--- src/rtl/rxr_pkg.sv ---
package rxr_pkg;

  typedef enum logic [2:0] {
    ST_POLL,
    ST_RECV,
    ST_DROP,
    ST_WB_LEN,
    ST_WB_STAT
  } rxr_state_e;

  // word offsets inside one 4-word descriptor
  localparam logic [1:0] W_BASE = 2'd0;
  localparam logic [1:0] W_CTRL = 2'd1;
  localparam logic [1:0] W_MLEN = 2'd2;

  // bit positions inside the 16-bit status half of the control word
  localparam int OWN_BIT  = 15;
  localparam int FRAM_BIT = 13;
  localparam int OFLO_BIT = 12;
  localparam int CRC_BIT  = 11;
  localparam int FIFO_BIT = 10;
  localparam int SOP_BIT  = 9;
  localparam int EOP_BIT  = 8;

  localparam int DESC_DW = 32;

  function automatic logic [15:0] neg16(input logic [15:0] v);
    return ~v + 16'd1;
  endfunction

endpackage

--- src/rtl/rxr_desc_ram.sv ---
module rxr_desc_ram #(
  parameter int AW = 4,
  parameter int DW = 32
) (
  input  logic          clk,
  input  logic          a_we,
  input  logic [AW-1:0] a_addr,
  input  logic [DW-1:0] a_wdata,
  output logic [DW-1:0] a_rdata,
  input  logic          b_we,
  input  logic [AW-1:0] b_addr,
  input  logic [DW-1:0] b_wdata,
  output logic [DW-1:0] b_rdata
);
  localparam int DEPTH = 1 << AW;

  logic [DW-1:0] mem [DEPTH];

  // engine port is written after the host port: it wins on the same word
  always_ff @(posedge clk) begin
    if (a_we) mem[a_addr] <= a_wdata;
    if (b_we) mem[b_addr] <= b_wdata;
    a_rdata <= mem[a_addr];
    b_rdata <= mem[b_addr];
  end
endmodule

--- src/rtl/rxr_byte_store.sv ---
module rxr_byte_store #(
  parameter int BA_W  = 32,
  parameter int OFF_W = 16
) (
  input  logic             clk,
  input  logic             rst,
  input  logic             req_i,
  input  logic [BA_W-1:0]  base_i,
  input  logic [OFF_W-1:0] off_i,
  input  logic [7:0]       data_i,
  output logic             buf_we_o,
  output logic [BA_W-1:0]  buf_addr_o,
  output logic [7:0]       buf_data_o
);
  always_ff @(posedge clk) begin
    if (rst) begin
      buf_we_o <= 1'b0;
    end else begin
      buf_we_o <= req_i;
    end
    buf_addr_o <= base_i + BA_W'(off_i);
    buf_data_o <= data_i;
  end
endmodule

--- src/rtl/rxr_ctrl.sv ---
module rxr_ctrl
  import rxr_pkg::*;
#(
  parameter int LOG_RING = 2,
  parameter int MISS_W   = 8,
  parameter int MLEN_W   = 12
) (
  input  logic                  clk,
  input  logic                  rst,
  input  logic                  in_valid,
  input  logic [7:0]            in_data,
  input  logic                  in_last,
  input  logic                  in_crc_err,
  input  logic                  in_frame_err,
  input  logic                  in_fifo_err,
  output logic                  b_we_o,
  output logic [LOG_RING+1:0]   b_addr_o,
  output logic [DESC_DW-1:0]    b_wdata_o,
  input  logic [DESC_DW-1:0]    b_rdata_i,
  output logic                  st_req_o,
  output logic [DESC_DW-1:0]    st_base_o,
  output logic [15:0]           st_off_o,
  output logic [7:0]            st_data_o,
  output logic [MISS_W-1:0]     miss_o
);
  localparam logic [15:0] MLEN_MAX = 16'((1 << MLEN_W) - 1);
  localparam logic [LOG_RING-1:0] IDX_ONE = LOG_RING'(1);
  localparam logic [MISS_W-1:0]   MISS_ONE = MISS_W'(1);

  rxr_state_e state_q;
  logic [LOG_RING-1:0] idx_q;
  logic        phase_q, rd_vld_q, rd_sel_q;
  logic        got_base_q, got_ctrl_q;
  logic [31:0] snap_base_q;
  logic [15:0] snap_len_q;
  logic        snap_own_q;
  logic [31:0] base_q;
  logic [15:0] size_q, len_q, cnt_q;
  logic        oflo_q, crc_q, fram_q, fifo_q;
  logic [MISS_W-1:0] miss_q;

  logic        start, accept, take, fits;
  logic [31:0] cur_base;
  logic [15:0] cur_size, cur_cnt, cnt_inc;
  logic [7:0]  stat_hi;
  logic [31:0] mlen_word;

  assign start  = (state_q == ST_POLL) && in_valid;
  assign accept = start && got_base_q && got_ctrl_q && snap_own_q;
  assign take   = accept || ((state_q == ST_RECV) && in_valid);

  assign cur_base = accept ? snap_base_q : base_q;
  assign cur_size = accept ? neg16(snap_len_q) : size_q;
  assign cur_cnt  = accept ? 16'd0 : cnt_q;
  assign fits     = cur_cnt < cur_size;
  assign cnt_inc  = (cur_cnt == 16'hFFFF) ? cur_cnt : cur_cnt + 16'd1;

  assign st_req_o  = take && fits;
  assign st_base_o = cur_base;
  assign st_off_o  = cur_cnt;
  assign st_data_o = in_data;
  assign miss_o    = miss_q;

  always_comb begin
    stat_hi = 8'h00;
    stat_hi[FRAM_BIT-8] = fram_q;
    stat_hi[OFLO_BIT-8] = oflo_q;
    stat_hi[CRC_BIT-8]  = crc_q;
    stat_hi[FIFO_BIT-8] = fifo_q;
    stat_hi[SOP_BIT-8]  = 1'b1;
    stat_hi[EOP_BIT-8]  = 1'b1;
    mlen_word = (cnt_q > MLEN_MAX) ? 32'(MLEN_MAX) : 32'(cnt_q);
  end

  // descriptor port: poll base/control words while idle, write back after a frame
  always_comb begin
    b_we_o    = 1'b0;
    b_addr_o  = {idx_q, (phase_q ? W_CTRL : W_BASE)};
    b_wdata_o = '0;
    if (state_q == ST_WB_LEN) begin
      b_we_o    = 1'b1;
      b_addr_o  = {idx_q, W_MLEN};
      b_wdata_o = mlen_word;
    end else if (state_q == ST_WB_STAT) begin
      b_we_o    = 1'b1;
      b_addr_o  = {idx_q, W_CTRL};
      b_wdata_o = {stat_hi, 8'h00, len_q};
    end
  end

  always_ff @(posedge clk) begin
    if (rst) begin
      state_q    <= ST_POLL;
      idx_q      <= '0;
      phase_q    <= 1'b0;
      rd_vld_q   <= 1'b0;
      rd_sel_q   <= 1'b0;
      got_base_q <= 1'b0;
      got_ctrl_q <= 1'b0;
      snap_base_q <= '0;
      snap_len_q <= '0;
      snap_own_q <= 1'b0;
      base_q     <= '0;
      size_q     <= '0;
      len_q      <= '0;
      cnt_q      <= '0;
      oflo_q     <= 1'b0;
      crc_q      <= 1'b0;
      fram_q     <= 1'b0;
      fifo_q     <= 1'b0;
      miss_q     <= '0;
    end else begin
      rd_vld_q <= (state_q == ST_POLL);
      rd_sel_q <= phase_q;
      phase_q  <= (state_q == ST_POLL) ? ~phase_q : 1'b0;

      if (rd_vld_q && (state_q == ST_POLL)) begin
        if (rd_sel_q) begin
          snap_len_q <= b_rdata_i[15:0];
          snap_own_q <= b_rdata_i[16 + OWN_BIT];
          got_ctrl_q <= 1'b1;
        end else begin
          snap_base_q <= b_rdata_i;
          got_base_q  <= 1'b1;
        end
      end

      if (take) begin
        cnt_q  <= cnt_inc;
        oflo_q <= (accept ? 1'b0 : oflo_q) | ~fits;
        crc_q  <= (accept ? 1'b0 : crc_q)  | in_crc_err;
        fram_q <= (accept ? 1'b0 : fram_q) | in_frame_err;
        fifo_q <= (accept ? 1'b0 : fifo_q) | in_fifo_err;
      end

      unique case (state_q)
        ST_POLL: begin
          if (accept) begin
            base_q  <= snap_base_q;
            size_q  <= cur_size;
            len_q   <= snap_len_q;
            state_q <= in_last ? ST_WB_LEN : ST_RECV;
          end else if (start) begin
            miss_q  <= miss_q + MISS_ONE;
            state_q <= in_last ? ST_POLL : ST_DROP;
          end
        end
        ST_RECV: begin
          if (in_valid && in_last) state_q <= ST_WB_LEN;
        end
        ST_DROP: begin
          if (in_valid && in_last) state_q <= ST_POLL;
        end
        ST_WB_LEN: state_q <= ST_WB_STAT;
        ST_WB_STAT: begin
          state_q    <= ST_POLL;
          idx_q      <= idx_q + IDX_ONE;
          got_base_q <= 1'b0;
          got_ctrl_q <= 1'b0;
        end
        default: state_q <= ST_POLL;
      endcase
    end
  end


  miss_step_chk: assert property (@(posedge clk) disable iff (rst)
    (start && !accept) |=> (miss_q == $past(miss_q) + MISS_ONE));


  ring_step_chk: assert property (@(posedge clk) disable iff (rst)
    (state_q == ST_WB_STAT) |=> (idx_q == $past(idx_q) + IDX_ONE));


  wb_order_chk: assert property (@(posedge clk) disable iff (rst)
    (b_we_o && b_addr_o[1:0] == W_CTRL) |-> $past(b_we_o && b_addr_o[1:0] == W_MLEN));


  oflo_hold_chk: assert property (@(posedge clk) disable iff (rst)
    (state_q == ST_RECV && oflo_q) |=> oflo_q);


  gap_ok_chk: assert property (@(posedge clk) disable iff (rst)
    in_valid |-> (state_q != ST_WB_LEN && state_q != ST_WB_STAT));

endmodule

--- src/rtl/rxr_top.sv ---
module rxr_top
  import rxr_pkg::*;
#(
  parameter int LOG_RING = 2,
  parameter int MISS_W   = 8,
  parameter int MLEN_W   = 12
) (
  input  logic                 clk,
  input  logic                 rst,
  input  logic                 in_valid,
  input  logic [7:0]           in_data,
  input  logic                 in_last,
  input  logic                 in_crc_err,
  input  logic                 in_frame_err,
  input  logic                 in_fifo_err,
  input  logic                 host_we,
  input  logic [LOG_RING+1:0]  host_addr,
  input  logic [31:0]          host_wdata,
  output logic [31:0]          host_rdata,
  output logic                 buf_we,
  output logic [31:0]          buf_addr,
  output logic [7:0]           buf_data,
  output logic [MISS_W-1:0]    miss_count
);
  localparam int AW = LOG_RING + 2;

  logic          b_we;
  logic [AW-1:0] b_addr;
  logic [31:0]   b_wdata, b_rdata;
  logic          st_req;
  logic [31:0]   st_base;
  logic [15:0]   st_off;
  logic [7:0]    st_data;

  rxr_desc_ram #(.AW(AW), .DW(DESC_DW)) u_ram (
    .clk     (clk),
    .a_we    (host_we),
    .a_addr  (host_addr),
    .a_wdata (host_wdata),
    .a_rdata (host_rdata),
    .b_we    (b_we),
    .b_addr  (b_addr),
    .b_wdata (b_wdata),
    .b_rdata (b_rdata)
  );

  rxr_ctrl #(.LOG_RING(LOG_RING), .MISS_W(MISS_W), .MLEN_W(MLEN_W)) u_ctrl (
    .clk          (clk),
    .rst          (rst),
    .in_valid     (in_valid),
    .in_data      (in_data),
    .in_last      (in_last),
    .in_crc_err   (in_crc_err),
    .in_frame_err (in_frame_err),
    .in_fifo_err  (in_fifo_err),
    .b_we_o       (b_we),
    .b_addr_o     (b_addr),
    .b_wdata_o    (b_wdata),
    .b_rdata_i    (b_rdata),
    .st_req_o     (st_req),
    .st_base_o    (st_base),
    .st_off_o     (st_off),
    .st_data_o    (st_data),
    .miss_o       (miss_count)
  );

  rxr_byte_store #(.BA_W(DESC_DW), .OFF_W(16)) u_store (
    .clk        (clk),
    .rst        (rst),
    .req_i      (st_req),
    .base_i     (st_base),
    .off_i      (st_off),
    .data_i     (st_data),
    .buf_we_o   (buf_we),
    .buf_addr_o (buf_addr),
    .buf_data_o (buf_data)
  );
endmodule

--- config.mk ---
export PLATFORM = sky130hd
export DESIGN_NAME = rxr_top
export DESIGN_NICKNAME = d
export VERILOG_FILES = /design/src/rtl/rxr_pkg.sv /design/src/rtl/rxr_desc_ram.sv /design/src/rtl/rxr_byte_store.sv /design/src/rtl/rxr_ctrl.sv /design/src/rtl/rxr_top.sv
export SDC_FILE = /design/constraint.sdc
export NUM_CORES = 1
export LEC_CHECK = 0
export BUFFER_PORTS_ARGS = -buffer_cell sky130_fd_sc_hd__clkbuf_2
export CAP_MARGIN = 20
export CORE_ASPECT_RATIO = 0.7
export CORE_MARGIN = 2
export CORE_UTILIZATION = 56
export CTS_CLUSTER_SIZE = 25
export DETAILED_ROUTE_END_ITERATION = 7
export MAX_ROUTING_LAYER = met4
export PLACE_DENSITY = 0.87
export SYNTH_ARGS = -nofsm -noshare
export SYNTH_HDL_FRONTEND = slang
export SYNTH_SLANG_ARGS = --single-unit
export TNS_END_PERCENT = 100
--- constraint.sdc ---
create_clock -name clk -period 4.4 [get_ports clk]
set_clock_uncertainty 0.2 [all_clocks]
set_input_delay 0.22 -clock clk [delete_from_list [all_inputs] [get_ports clk]]
set_output_delay 0.22 -clock clk [all_outputs]
set_load 0.01 [all_outputs]
* Yosys cells after proc, flatten, opt, wreduce, memory -nomap -nowiden
Memories as Yosys holds them, arrays and structs flattened. A register that Yosys moved wholly into a read port is not among the register bits.
Index checks and enable logic that the tools add are counted.
** Storage, ports and cells
- RAM bits :: 512
- Output and inout bits :: 81
- Register bits after elaboration :: 192
- Input port bits :: 52
- Memories kept :: 1
- Logic and storage cells :: 92
** Memory list
- u_ram.mem :: words 16, bits a word 32, rd ports 2, clocked after memory_dff 2, write ports 2, line rxr_desc_ram.sv:17 : logic [DW-1:0] mem [DEPTH];
** Cells by class
- Equality and inequality tests :: 8
- Add/subtract/negate cells :: 5
- Mux-type cells :: 27
- Bitwise operators :: 10
- Reduce and logical (&&, ||, !) cells :: 17
- $lt $le $gt $ge :: 2
** Operators by type and width (count)
- two-way mux 16 bit :: 4
- two-way mux 32 bit :: 2
- adder 16 x 1 -> 16 bit (second input constant) :: 2
- adder 32 x 16 -> 32 bit :: 1
- two-way mux 30 bit :: 1
- == test 16 bit (second input constant) :: 1
- > comparator 16 x 12 -> 1 bit (second input constant) :: 1
- < comparator 16 bit :: 1
- NOT 16 bit :: 1
- two-way mux 3 bit :: 4
- one-hot mux 3 bit (4 select lines) :: 1
- two-way mux 1 bit :: 11
- adder 8 x 1 -> 8 bit (second input constant) :: 1
- logical AND 1 bit :: 8
- two-way mux 2 bit :: 4
- == test 3 x 2 -> 1 bit (second input constant) :: 2
- AND reduction 2 bit :: 3
- AND reduction 3 bit :: 2
- NOT 1 bit :: 5
- bitwise OR 1 bit :: 4
- OR reduction 2 bit :: 2
- == test 3 x 1 -> 1 bit (second input constant) :: 1
- == test 3 bit (second input constant) :: 1
- logical NOT 3 bit :: 1
- other kinds (5) :: 5

* Logic depth before layout (Yosys ltp)
- Depth after elaboration :: 9
- Gate-level depth with buffers :: 17
- Depth with buffers taken out :: 15

* Modules after synthesis
Synthesis repeated with hierarchy kept, for this count alone.
** Unflattened totals
- Cells, all modules :: 2895
- Area total of the unflattened synthesis :: 39870.7 um2
** By module, submodules not included
- rxr_desc_ram :: cells each 1797, area each 30993.5 um2, seq. area each 16656.0 um2, times used 1
- rxr_ctrl :: cells each 887, area each 6834.1 um2, seq. area each 3022.9 um2, times used 1
- rxr_byte_store :: cells each 211, area each 2043.2 um2, seq. area each 820.8 um2, times used 1

* Least setup slack after synthesis
Ideal clock, no wire load.
- Path type :: reg-to-reg
- Start :: register u_ctrl.state_q[0]
- End :: register u_store.buf_addr_o[22]
- Setup time :: 121 ps
- Data arrival time :: 4115 ps
- Slack :: -35 ps
- Data required time :: 4079 ps
- Buffers on the path :: 3
- Cell stages (with the launch flop) :: 17
- Clock period less this slack :: 4435 ps
- Cell sequence :: dfxtp_1 or4b_4 nor2_1 clkbuf_1 buf_2 buf_1 nand2_1 nand2_1 ha_1 or3_1 o21ai_0 a221oi_1 or3_4 a211o_4 nand3_1 xnor2_1 mux2_2
** Between the ends
- Cells in the longest elaborated chain, start to end :: 7
- Elaborated cells on any way between the ends :: 8
- Classes of those cells :: 1 x add/sub; 2 x mux; 5 x reduce/logical
** RTL lines
- from (decl) :: line rxr_ctrl.sv:30 : rxr_state_e state_q;
- from (signal assigned) :: line rxr_ctrl.sv:142 : state_q <= in_last ? ST_WB_LEN : ST_RECV;
- from (signal assigned) :: line rxr_ctrl.sv:145 : state_q <= in_last ? ST_POLL : ST_DROP;
- logical NOT 3 bit :: line rxr_ctrl.sv:48 : assign start = (state_q == ST_POLL) && in_valid;
- logical AND 1 bit :: line rxr_ctrl.sv:48
- logical AND 1 bit (3 in series) :: line rxr_ctrl.sv:49 : assign accept = start && got_base_q && got_ctrl_q && snap_own_q;
- two-way mux 32 bit :: line rxr_ctrl.sv:52 : assign cur_base = accept ? snap_base_q : base_q;
- net st_base[5] :: line rxr_top.sv:31 : logic [31:0] st_base;
- adder 32 x 16 -> 32 bit :: line rxr_byte_store.sv:21 : buf_addr_o <= base_i + BA_W'(off_i);
- to (signal assigned) :: line rxr_byte_store.sv:21
- to (decl) :: line rxr_byte_store.sv:12 : output logic [BA_W-1:0] buf_addr_o,
The timed path passes the listed nets, and every way through them passes these cells.
A chain may end at the register's enable or synchronous reset.

* Worst setup path in the final report
- Start :: register u_ctrl.state_q[0]
- End :: register u_store.buf_addr_o[31]
** Between the ends
- Cells in the longest elaborated chain, start to end :: 7
- Elaborated cells on any way between the ends :: 8
- Classes of those cells :: 1 x add/sub; 2 x mux; 5 x reduce/logical
** RTL lines (line)
- logical NOT 3 bit * :: rxr_ctrl.sv:48
- logical AND 1 bit * :: rxr_ctrl.sv:48
- logical AND 1 bit * (3 in series) :: rxr_ctrl.sv:49
- two-way mux 32 bit or two-way mux 16 bit (tied branches) :: rxr_ctrl.sv:52, rxr_ctrl.sv:54
- adder 32 x 16 -> 32 bit * :: rxr_byte_store.sv:21
Every way passes the cells marked *; elsewhere a longest branch is shown, timed or not.

==> out/results.txt <==
Fin nets -> 3,294
DP Wirelength -> 64,000 um
CTS Root Cell -> clkbuf_16
Yosys top cell area share -> 29.5%
Drt total wl -> 105,000 um
Share of layout cells above drive strength 1 -> 19.7%
GRT overflow -> 0
I/O pins -> 133
Tcrit/Tclk final -> 92.5%
Slew Limit Fails -> 0
DRC Markers -> 0
Final Hold Fails -> 0
Crit start category -> flip-flop
Initial antenna violation count -> 5
Yosys reg bits -> 768
Synth area leader -> edfxtp_1
CP endpoint kind -> flip-flop
Cell Rows -> 77
Die width -> 306 um
Total CTS buffers -> 74
Critical path peak fanout -> 40
Vias in the first global route -> 26,068
Commonest cells in the synthesized netlist -> dfxtp_1 (416), nand2_1 (395), edfxtp_1 (352)
Initial Util -> 56.8%
Internal Power -> 0.0126 W
Setup WS pre-CTS -> 372 ps
Wire per inst -> 25.5 um
Clock transition at the registers of the reported paths -> 60 ps
Syn Nets -> 3,220
Fmax -> 246 MHz
Hold WC Path Type -> input port to flip-flop
Relative slew slack -> 22.4%
H-Tree Depth -> 3
Die Y -> 216 um
Clk pwr share -> 40.0%
EDFF count, synth -> 352
CORE AREA -> 63,200 um2
Worst-margin pin slew -> 1160 ps
RD Place Congestion -> 0.925
Worst VDD drop -> 317 uV
Final total negative setup slack -> 0 ps
Sink Count -> 768
Sequential share of power -> 49.7%
Clk buf depth -> 3
Die area -> 66,100 um2
Worst endpoint data arrival time -> 4420 ps
Synthesis warning total -> 0
Post-Syn Area -> 35,900 um2
Synth top area cells -> edfxtp_1 (29%), dfxtp_1 (23%), mux4_2 (12%)
Final setup margin -> 332 ps
Final ANT Viol Nets -> 0
Prevailing post-synth register cell -> dfxtp_1
DRT iter0 DRCs -> 4,277
Vias/cell -> 6.58
Leak -> 15.3 nW
RSZ-0062 raised after global routing -> no
Pre-antenna DRT Iters -> 6
Hold WS -> 40.8 ps
Final setup fails -> 0
Final instance area -> 40,400 um2
Seq/Total Area, Yosys -> 52.7%
Clock latency on the worst-skew pair -> 640 ps
Total power -> 0.0167 W
CP required -> 4750 ps
R2R Setup Slk -> 330 ps
Comb pwr share -> 10.3%
Maxcap violations -> 0
CTS tree -> built
Unique masters post-synth -> 64
Mapped Cells -> 3,133
Crit Path Class -> flip-flop to flip-flop
Setup bufs post-CTS -> 0
P_sw -> 0.00403 W
Most numerous cell in the Yosys netlist -> dfxtp_1
Total area of sequential cells -> 18,900 um2
Area after DPL -> 37,400 um2
Vias -> 26,998
Outcome -> completed
Global-route wire length before repair -> 157,000 um
Total GRT Usage -> 32.4%
Asr flop ratio synth -> 0%
Largest net degree at the start of global routing -> 107
Number of fill cells -> 4,484
Pwr dens -> 413 nW/um2
Tmin final -> 4070 ps
P&R area growth vs syn -> 12.7%
Multi-input logic area -> 16,100 um2
Switching Share -> 24.2%
Syn avg cell area -> 11.4 um2
Port buffer count -> 132
## metal layers
layer	share of wire, %	track usage [%]	wire length, um	vias up
met5	0	-	0	-
li1	-	-	-	11519
met3	15	8.47	15200	422
met1	36	42.6	38000	13006
met4	4.8	13.9	5000	0
met2	44	47.6	46400	2051
## final timing paths
path,from,endpoint,cells after the start
worst max-delay path,u_ctrl.state_q[0],u_store.buf_addr_o[31],13
worst min register to register,u_ram.b_rdata[22],u_ctrl.snap_base_q[22],2
worst min-delay path,in_data[3],u_store.buf_data_o[3],2
worst max register to register,u_ctrl.state_q[0],u_store.buf_addr_o[31],13
## worst max-delay path, cell delays in order, from the launching register on
cell and delay [ps]:
dfxtp_1 390, nor4b_2 300, buf_4 190, nand2_4 230
and2_1 320, ha_1 350, o21a_1 220, o31a_1 140
o22ai_1 130, o31ai_2 430, a221o_1 350, nand3_1 220
a211oi_1 350, xnor2_1 160
## state kept, by name, summed over array words and instances (netlist names), 2 cells and up
| name | cells |
|---|---|
| u_ram.b_rdata | 32 |
| u_ctrl.state_q | 3 |
| u_ctrl.snap_base_q | 32 |
| u_ctrl.idx_q | 2 |
| u_ctrl.snap_len_q | 16 |
| u_ctrl.base_q | 32 |
| u_ram.a_rdata | 32 |
| u_ctrl.cnt_q | 16 |
| u_store.buf_data_o | 8 |
| u_ctrl.miss_o | 8 |
| u_ctrl.len_q | 16 |
| u_ctrl.size_q | 16 |
| u_ram.mem | 512 |
| u_store.buf_addr_o | 32 |
## kinds of logic (layout without fill, tap and decap cells)
logic type	count (synthesis)	after routing	synth area share, %
simple gates	1021	1021	13.3
flops	768	768	52.7
compound gates	556	556	9.73
mux	417	417	18.6
buf+inv	271	404	2.85
xor+xnor	65	65	1.59
fa+ha+maj	35	35	1.24
other cells	0	5	0
## cell type report
cell class                      count  area share [%]
Multi-Input combinational cell   2094            39.8
Antenna cell                        5          0.0310
Sequential cell                   768            46.8
Inverter                           12           0.111
Tap cell                          829            2.57
Clock inverter                     33           0.929
Clock buffer                      102            5.28
Timing Repair Buffer              257            4.55
## layout by cell type (no fill, tap or decap), drive strengths merged, types with 6 or more instances in the layout
cell,synthesis,layout
bufinv,0,7
dfxtp,416,416
mux4,192,192
and4,6,6
xor2,34,34
nor2,256,256
or3,6,6
nor3,20,20
nand3,25,25
mux2,81,81
nand2b,12,12
nand2,395,395
a32o,21,21
mux2i,144,144
a211oi,7,7
nand4,16,16
ha,34,34
a21o,17,17
and2,239,239
a21oi,334,334
edfxtp,352,352
a22o,107,107
clkinv,0,16
nor2b,9,9
clkbuf,233,231
and3,12,12
xnor2,31,31
inv,12,19
o21ai,33,33
dlygate4sd3,0,48
buf,26,80
## power by group through the flow
stage                     sequential, W  combinational [W]  clock (W)
after floorplan                 0.00832            0.00119          0
after global placement          0.00839            0.00158          0
after detailed placement        0.00842            0.00164          0
after CTS                       0.00827            0.00169    0.00668
after global routing            0.00833            0.00183    0.00698
final                           0.00829            0.00172    0.00667
## repair_timing
item                                    in CTS  in global routing
endpoints found under the hold margin      575                  0
resized for setup                            0                  1
hold buffers                                48                  0
endpoints found under the setup margin       0                  1
## through the flow
step                      utilization (%)  cells
after global placement               59.2   3911
after floorplan                         -   3133
after global routing                 63.9   4099
final                                63.9   4100
after CTS                            63.9   4094
after detailed placement             59.2   3911
(Power assumes the default switching activity.)
